===== config.mk =====
export PLATFORM = sky130hd
export DESIGN_NAME = otp_lock_top
export DESIGN_NICKNAME = d
export VERILOG_FILES = /design/src/rtl/otp_lock_pkg.sv /design/src/rtl/otp_lock_ctrl.sv /design/src/rtl/otp_lock_store.sv /design/src/rtl/otp_lock_top.sv
export SDC_FILE = /design/constraint.sdc
export NUM_CORES = 2
export LEC_CHECK = 0
export BUFFER_PORTS_ARGS = -buffer_cell sky130_fd_sc_hd__buf_4
export CORE_UTILIZATION = 45
export DETAILED_ROUTE_END_ITERATION = 10
export GPL_TIMING_DRIVEN = 0
export PLACE_DENSITY = 0.7
export SLEW_MARGIN = 20
export SYNTH_ARGS = -nofsm -noshare
export SYNTH_HDL_FRONTEND = slang
export SYNTH_HIERARCHICAL = 1
export SYNTH_SLANG_ARGS = --single-unit

===== constraint.sdc =====
create_clock -name clk -period 4.15 [get_ports clk]
set_input_delay 0 -clock clk [delete_from_list [all_inputs] [get_ports clk]]
set_output_delay 0 -clock clk [all_outputs]
set_load 0.005 [all_outputs]

===== src/rtl/otp_lock_pkg.sv =====
package otp_lock_pkg;

  typedef enum logic [2:0] {
    OP_NONE  = 3'd0,
    OP_PROG  = 3'd1,
    OP_READ  = 3'd2,
    OP_ERASE = 3'd3,
    OP_CFG   = 3'd4,
    OP_PROT  = 3'd5,
    OP_RESET = 3'd6,
    OP_SPARE = 3'd7
  } cmdOp_e;

  // strobes from control to the storage datapath
  typedef struct packed {
    logic progEn;
    logic readEn;
  } storeCtl_t;

  localparam int CFG_LOCK_BIT = 7;
  localparam int CFG_EN_BIT   = 6;
  localparam int CFG_PROT_BIT = 0;

endpackage


===== src/rtl/otp_lock_ctrl.sv =====
module otp_lock_ctrl
  import otp_lock_pkg::*;
#(
  parameter int PAGES      = 10,
  parameter int PAGE_BYTES = 2112,
  parameter int PAGE_W     = $clog2(PAGES),
  parameter int OFF_W      = $clog2(PAGE_BYTES)
) (
  input  logic              clk,
  input  logic              rstN,
  input  logic              cmdValid,
  input  logic [2:0]        cmdOp,
  input  logic [PAGE_W-1:0] pageIdx,
  input  logic [OFF_W-1:0]  byteOff,
  input  logic [7:0]        wrData,
  output storeCtl_t         storeCtl,
  output logic              done,
  output logic              ok,
  output logic              badAddr,
  output logic              notOtp,
  output logic [7:0]        cfgOut,
  output logic [7:0]        protOut
);

  localparam logic [PAGE_W-1:0] LAST_PAGE = PAGE_W'(PAGES - 1);
  localparam logic [OFF_W-1:0]  LAST_OFF  = OFF_W'(PAGE_BYTES - 1);

  logic otpEn, otpLock, protLock;
  logic [7:0] protReg;

  logic nxtOk, nxtBad, nxtNot;
  logic nxtEn, nxtLock, nxtProtLock;
  logic [7:0] nxtProt;
  logic addrOk, protReq, protAllowed;
  cmdOp_e op;

  assign op          = cmdOp_e'(cmdOp);
  assign addrOk      = (pageIdx <= LAST_PAGE) && (byteOff <= LAST_OFF);
  assign protReq     = wrData[CFG_PROT_BIT] && !protLock;
  assign protAllowed = otpEn && (protReg[1:0] == 2'b11);

  always_comb begin
    nxtOk       = 1'b0;
    nxtBad      = 1'b0;
    nxtNot      = 1'b0;
    nxtEn       = otpEn;
    nxtLock     = otpLock;
    nxtProtLock = protLock;
    nxtProt     = protReg;
    storeCtl    = '0;
    if (cmdValid) begin
      unique case (op)
        OP_PROG: begin
          if (!otpEn)       nxtNot = 1'b1;
          else if (!addrOk) nxtBad = 1'b1;
          else if (!otpLock) begin
            storeCtl.progEn = 1'b1;
            nxtOk           = 1'b1;
          end
        end
        OP_READ: begin
          if (!otpEn)       nxtNot = 1'b1;
          else if (!addrOk) nxtBad = 1'b1;
          else begin
            storeCtl.readEn = 1'b1;
            nxtOk           = 1'b1;
          end
        end
        OP_ERASE: begin
          // erase never reaches OTP cells
          if (!otpEn) nxtNot = 1'b1;
        end
        OP_CFG: begin
          if (!(protReq && !protAllowed)) begin
            nxtEn       = wrData[CFG_EN_BIT];
            nxtLock     = otpLock | wrData[CFG_LOCK_BIT];
            nxtProtLock = protLock | wrData[CFG_PROT_BIT];
            nxtOk       = 1'b1;
          end
        end
        OP_PROT: begin
          if (!protLock) begin
            nxtProt = wrData;
            nxtOk   = 1'b1;
          end
        end
        OP_RESET: begin
          nxtEn = 1'b0;
          nxtOk = 1'b1;
        end
        default: ;
      endcase
    end
  end

  always_ff @(posedge clk or negedge rstN) begin
    if (!rstN) begin
      otpEn    <= 1'b0;
      otpLock  <= 1'b0;
      protLock <= 1'b0;
      protReg  <= 8'h00;
      done     <= 1'b0;
      ok       <= 1'b0;
      badAddr  <= 1'b0;
      notOtp   <= 1'b0;
    end else begin
      otpEn    <= nxtEn;
      otpLock  <= nxtLock;
      protLock <= nxtProtLock;
      protReg  <= nxtProt;
      done     <= cmdValid;
      ok       <= nxtOk;
      badAddr  <= nxtBad;
      notOtp   <= nxtNot;
    end
  end

  always_comb begin
    cfgOut               = 8'h00;
    cfgOut[CFG_LOCK_BIT] = otpLock;
    cfgOut[CFG_EN_BIT]   = otpEn;
    cfgOut[CFG_PROT_BIT] = protLock;
  end
  assign protOut = protReg;

endmodule


===== src/rtl/otp_lock_store.sv =====
module otp_lock_store
  import otp_lock_pkg::*;
#(
  parameter int PAGES       = 10,
  parameter int STORE_BYTES = 32,
  parameter int PAGE_W      = 4,
  parameter int OFF_W       = 12
) (
  input  logic              clk,
  input  logic              rstN,
  input  storeCtl_t         storeCtl,
  input  logic [PAGE_W-1:0] pageIdx,
  input  logic [OFF_W-1:0]  byteOff,
  input  logic [7:0]        wrData,
  output logic [7:0]        rdData
);

  localparam int CELLS   = PAGES * STORE_BYTES;
  localparam int IDX_W   = $clog2(CELLS);
  localparam int STORE_W = (STORE_BYTES > 1) ? $clog2(STORE_BYTES) : 1;
  localparam logic [OFF_W-1:0] STORE_LIM = OFF_W'(STORE_BYTES);

  logic [7:0] cells [CELLS];
  logic [IDX_W-1:0] idx;
  logic backed;

  assign backed = byteOff < STORE_LIM;
  assign idx    = IDX_W'(pageIdx) * IDX_W'(STORE_BYTES)
                + IDX_W'(byteOff[STORE_W-1:0]);

  generate
    for (genvar c = 0; c < CELLS; c++) begin : g_cell
      always_ff @(posedge clk or negedge rstN) begin
        if (!rstN)
          cells[c] <= 8'hFF;
        else if (storeCtl.progEn && backed && (idx == IDX_W'(c)))
          cells[c] <= cells[c] & wrData;  // bits only ever clear
      end
    end
  endgenerate

  always_ff @(posedge clk or negedge rstN) begin
    if (!rstN)
      rdData <= 8'hFF;
    else if (storeCtl.readEn)
      rdData <= backed ? cells[idx] : 8'hFF;
  end

endmodule


===== src/rtl/otp_lock_top.sv =====
module otp_lock_top
  import otp_lock_pkg::*;
#(
  parameter int PAGES       = 10,
  parameter int PAGE_BYTES  = 2112,
  parameter int STORE_BYTES = 32,
  parameter int PAGE_W      = $clog2(PAGES),
  parameter int OFF_W       = $clog2(PAGE_BYTES)
) (
  input  logic              clk,
  input  logic              rstN,
  input  logic              cmdValid,
  input  logic [2:0]        cmdOp,
  input  logic [PAGE_W-1:0] pageIdx,
  input  logic [OFF_W-1:0]  byteOff,
  input  logic [7:0]        wrData,
  output logic              done,
  output logic              ok,
  output logic              badAddr,
  output logic              notOtp,
  output logic [7:0]        rdData,
  output logic [7:0]        cfgOut,
  output logic [7:0]        protOut
);

  storeCtl_t storeCtl;

  otp_lock_ctrl #(
    .PAGES(PAGES), .PAGE_BYTES(PAGE_BYTES), .PAGE_W(PAGE_W), .OFF_W(OFF_W)
  ) u_ctrl (
    .clk(clk), .rstN(rstN), .cmdValid(cmdValid), .cmdOp(cmdOp),
    .pageIdx(pageIdx), .byteOff(byteOff), .wrData(wrData),
    .storeCtl(storeCtl), .done(done), .ok(ok), .badAddr(badAddr),
    .notOtp(notOtp), .cfgOut(cfgOut), .protOut(protOut)
  );

  otp_lock_store #(
    .PAGES(PAGES), .STORE_BYTES(STORE_BYTES), .PAGE_W(PAGE_W), .OFF_W(OFF_W)
  ) u_store (
    .clk(clk), .rstN(rstN), .storeCtl(storeCtl), .pageIdx(pageIdx),
    .byteOff(byteOff), .wrData(wrData), .rdData(rdData)
  );

endmodule


Yosys cells after proc, flatten, opt, wreduce, memory -nomap -nowiden --
Index checks and enable logic that the tools add are counted.
Cells by class: add/subtract/negate cells 1, $lt $le $gt $ge 4, equal/unequal tests 327, muxes and demuxes 25, bitwise gates (word level) 325, reduce and logical (&&, ||, !) cells 334
Operators with widths (number):
- $and A8 B8 Y8 | 320
- $eq A9 B8 Y1 const B | 128
- $eq A9 B7 Y1 const B | 64
- $eq A9 B9 Y1 const B | 64
- $logic_and A1 B1 Y1 | 325
- $eq A9 B6 Y1 const B | 32
- $eq A9 B5 Y1 const B | 16
- $bmux W8 S9 | 1
- $eq A9 B4 Y1 const B | 8
- $eq A9 B3 Y1 const B | 4
- $mux W8 | 3
- $eq A9 B2 Y1 const B | 2
- $mux W1 | 18
- $le A12 B12 Y1 const B | 1
- $lt A12 B6 Y1 const B | 1
- $ge A10 B10 Y1 const B | 1
- $not A9 Y10 | 1
- $add A9 B5 Y9 | 1
- $eq A3 B3 Y1 const B | 3
- $eq A9 B1 Y1 const B | 1
- $logic_not A9 Y1 | 1
- $reduce_and A3 Y1 | 3
- $eq A3 B2 Y1 const B | 2
- $pmux W1 S5 | 1
- 12 further kinds | 15
Word-level totals: flip-flop bits (word level) 2583, output and inout bits 28, logic and storage cells 1345

Logic depth before layout (Yosys ltp) --
word-level depth 8, gate-level depth with buffers 12, gate-level depth less buffers 7

Modules after synthesis --
The synthesis kept the hierarchy.
By module, submodules not included:
- otp_lock_store | times used 1, cells an instance 7187, area each 109000.8 um^2, seq. area each 67474.7 um^2
- otp_lock_ctrl | times used 1, cells an instance 64, area each 749.5 um^2, seq. area each 375.4 um^2

Worst setup path after synthesis --
OpenSTA, ideal clock, no wires.
path kind in2reg, start point input port byteOff[1], end point register u_store.rdData[2], library setup time 0.080 ns, arrival 2.267 ns, data required time 4.070 ns, path slack 1.803 ns, stages on the path 9, buffers on the path 3, cell sequence buf_2 > buf_2 > buf_1 > mux4_2 > mux4_2 > mux4_2 > nand2_1 > nand2_1 > o22a_1
Between the ends: word-level cells in the longest chain between the ends 6, elaborated cells on any way between the ends 13, classes of those cells 1 x add/sub; 2 x order compare; 8 x mux; 1 x bitwise; 1 x reduce/logical
RTL lines:
- start, declared | line otp_lock_top.sv:15 | input logic [OFF_W-1:0] byteOff,
- $add A9 B5 Y9 or $le A12 B12 Y1 (tied branches) | line otp_lock_store.sv:29, otp_lock_ctrl.sv:38
- $not A9 Y10 (not written as such) or $logic_and A1 B1 Y1 (tied branches) | line otp_lock_store.sv:46, otp_lock_ctrl.sv:38
- $bmux W8 S9 or $mux W1 (tied branches) | line otp_lock_store.sv:46, otp_lock_ctrl.sv:63
- $mux W8 (not written as such) or $mux W1 (tied branches) | line otp_lock_store.sv:46, otp_lock_ctrl.sv:62
- $mux W8 (not written as such) or $mux W1 (tied branches) | line otp_lock_store.sv:46, otp_lock_ctrl.sv:52
- $mux W8 or $mux W2 (tied branches) | line otp_lock_store.sv:46, otp_lock_ctrl.sv:51
- end signal, assigned | line otp_lock_store.sv:46 | rdData <= backed ? cells[idx] : 8'hFF;
- end, declared | line otp_lock_store.sv:15 | output logic [7:0] rdData
Parallel ways exist; a longest one is shown, timed or not. The select of a mux whose other input is x is not followed. A chain may end at the register's enable or synchronous reset.

Worst setup path after layout --
start point input port byteOff[1], end point register u_store.rdData[0]
Same word-level chain as after synthesis.

==> results.md <==
* Port Buffer Count at 50
* Die X at 496 um
* Clk_lat worst skew at about 1 ns
* Flops & latches, synth at 2583
* HPWL Detailed at 260000 um
* Antenna violations before repair at 29
* Min Tclk post-route at 4.38 ns
* Cell mode on critical path: buf_2
* Post-synthesis instance total at 7251
* Outcome: finished with violations
* CP Class: in -> reg
* Area delta synth->final at 13.9%
* Crit start category: input pin
* Yosys cell types at 45
* PD cells at 427 nW/um^2
* Max VDD drop at 0.000467 V
* Adder-cell share of the synthesized area at 0%
* Flop2flop setup slack at -0.10 ns
* Worst Setup End Kind: register
* Synth Area in Compound Gates at 20.3%
* Fill count at 19408
* Finished Cell Area at 125000 sq um
* Hold Vio Cnt, Final at 0
* Simple-gate area share of the yosys netlist at under 10%
* Share of the synthesized area in the top cell type at roughly three fifths
* Max cap viols at 0
* Seq/Total Area, Yosys at 61.8%
* Max Root-Sink Buffers at 4
* Slowest-stage cell, CP: o41ai_2
* Hold depth at 3
* Root Buffer: clkbuf_16
* Initial Utilization at a little under half
* Sink Count at roughly 2600
* Worst Max-Slew Pin Slew at 1.30 ns
* RSZ-0062 raised after global routing: no
* Setup TNS at -1.27 ns
* Grt total ovfl at 0
* Fin. max-slew vios at 0
* CTS HTree Levels at 5
* Synth area leader: dfstp_2
* Top post-synthesis cells by area: dfstp_2 61%, mux4_2 14%, a21boi_0 13%
* Largest family of logic cells by synthesized area: compound AO/OA/AOI/OAI gates
* Max Clk Rate at approximately 230 MHz
* Syn Area/Cell at between 15 and 20 sq um
* Gr usage total at a little under a third
* DP Area at 115000 sq um
* Final setup vio count at 17
* Clock Skew at 0.0844 ns
* Post-synth EDFFs at 0
* Largest net degree at the start of global routing at 165
* Slowest stage delay, CP at 0.94 ns
* Dominant synthesized flop cell: dfstp_2
* Req. time, crit path at roughly 5.0 ns
* Vias per cell at roughly 6.5
* WP data arrival at about 5.2 ns
* Mux cell area share after synthesis at 14.0%
* Global-route wire length before repair at 542000 um
* Worst Hold Endpoint: u_ctrl/protOut[7]
* Number of iterations in the first detailed-routing pass at 6
* WL final at 375000 um
* Final ANT Viol Nets at 0
* Lkg Pwr at around 44 nW
* XOR/XNOR Fraction of Synth Area at 0%
* TritonCTS buffer count at about 290
* Detailed-route via count at a little over 70000
* I/O pin count at between 50 and 60
* Hold slack final at 0.0739 ns
* Layout cell share with drive strength beyond 1 at 51.6%
* Setup repair bufs after CTS at 0
* Place WS at -1.26 ns
* Largest fanout on the critical path at 10
* Fin crit share at 105%
* Core area at 241000 sq um
* Synth top cells by count: 2568 x dfstp_2, 1920 x a21boi_0, 680 x mux4_2
* Die Ht at between 400 and 500 um
* CTS tree: done
* Worst reg2reg endpoint: u_store/cells[1236]
* Initial DRC Count at approximately 8300
* Worst hold-check path type: in -> reg
* Final setup margin at -0.226 ns
* Crit path cell chain: buf_2 -> buf_2 -> buf_2 -> clkbuf_2 -> mux4_2 -> a22oi_1 -> a21oi_1 -> o41ai_2 -> a41oi_1 -> o22a_1
* Yosys warning total at 6
* RR Startpoint: u_ctrl/otpEn
* FP Rows at 180
* Ys async rst share at 100%
* Failing checks: setup timing
* R2R depth at 9
* Final nets at approximately 7700
* Min-delay src: wrData[7]
* DRC at 0
* Count leader, synth: dfstp_2
* Slew margin rel. at 13.4%
* Die ar. at 246000 sq um
* Cell Area, Synth at ~110000 sq um
* Per-cell routed wire length at 33.9 um
* Gpl congestion at about 1.0
* Vias in the first global route at 74775
* Clk slew on worst S/H paths at ~0.060 ns
layout by cell type, fill, tap and decap left out, drive strengths merged, types with 2 or more instances in the layout:
cell	instances
clkdlybuf4s15	4
nor3	20
a22oi	256
o22a	8
o31ai	2
clkinv	34
o21ai	4
and3	2
mux2	8
buf	314
dfstp	2568
nand2b	10
nor4	2
mux4	680
nand3	4
conb	5
nor2b	9
o41ai	32
a41oi	8
o21a	641
a21oi	128
or2	3
and2	5
dlygate4sd3	33
clkbuf	846
o211ai	2
a21boi	1920
clkinvlp	5
dfrtp	15
bufinv	18
nor2	140
diode	29
inv	4
nand2	115
state kept, by name, summed over array words and instances, names as in the netlist:
name and count:
u_ctrl/badAddr 1, u_ctrl/otpLock 1, u_store/cells 2560, u_ctrl/protOut 8, u_ctrl/notOtp 1, u_store/rdData 8, u_ctrl/done 1, u_ctrl/otpEn 1
u_ctrl/ok 1, u_ctrl/protLock 1
cells by family after synthesis:
logic type | count (synthesis)
compound gates | 3003
mux | 688
other cells | 1
buf+inv | 658
flops | 2583
simple gates | 318
worst max path at each step:
stage               slack, ns          from                  to  depth (start not counted)
global placement       -26.34          rstN         u_ctrl/done                          1
floorplan                1.80    byteOff[1]   u_store/rdData[2]                          9
global route             0.01  u_ctrl/otpEn  u_store/cells[562]                          9
finish                  -0.23    byteOff[1]   u_store/rdData[0]                         10
detailed placement      -1.26    byteOff[3]   u_store/rdData[0]                         10
CTS                     0.009    byteOff[1]   u_store/rdData[0]                         10
per-layer routing:
metal,GRT usage [%],up-vias,wire [um]
met3,11.0,1281,43500
met4,21.4,28,30400
met1,39.1,38870,139000
li1,-,28010,-
met2,43.8,4275,161000
met5,0,-,320
through the flow:
stage / power (mW) / utilization, % / std cells
6_report: 53.4 / 51.8 / 11069
5_1_grt: 54.7 / 51.8 / 11046
4_1_cts: 53.6 / 51.7 / 11041
3_5_place_dp: 28.3 / 47.7 / 10527
3_3_place_gp: 28.0 / 47.3 / 10490
2_1_floorplan: 26.7 / - / 7255
cell type report:
class	count	area, sq um	share of cell area, %
Buffer	655	2940	2.35
Tap cell	3185	3990	3.19
Inverter	1	3.75	0.00300
Sequential cell	2583	67900	54.3
Clock buffer	420	8440	6.75
Multi-Input combinational cell	4014	39200	31.4
Antenna cell	29	72.6	0.0580
Clock inverter	60	832	0.665
Timing Repair Buffer	122	1690	1.35
report_power, final:
group	leakage, nW	switching [mW]	total [mW]	internal [mW]
Combinational	13.1	1.96	2.57	0.618
Sequential	26.7	0.0938	25.5	25.4
Clock	4.56	10.1	25.3	15.2
Total	44.3	12.2	53.4	41.2
what timing repair did:
action,CTS,global route
hold endpoints to repair,625,0
gates cloned,0,1
setup endpoints to repair,269,194
hold buffers,34,0
gates resized for setup,18,23
critical path, delay by kind of cell:
family / cells / cell delay, ns
AOI/OAI and AO/OA: 5 / 2.50
buffers and inverters: 4 / 2.23
muxes: 1 / 0.41
(Power assumes the default switching activity.)
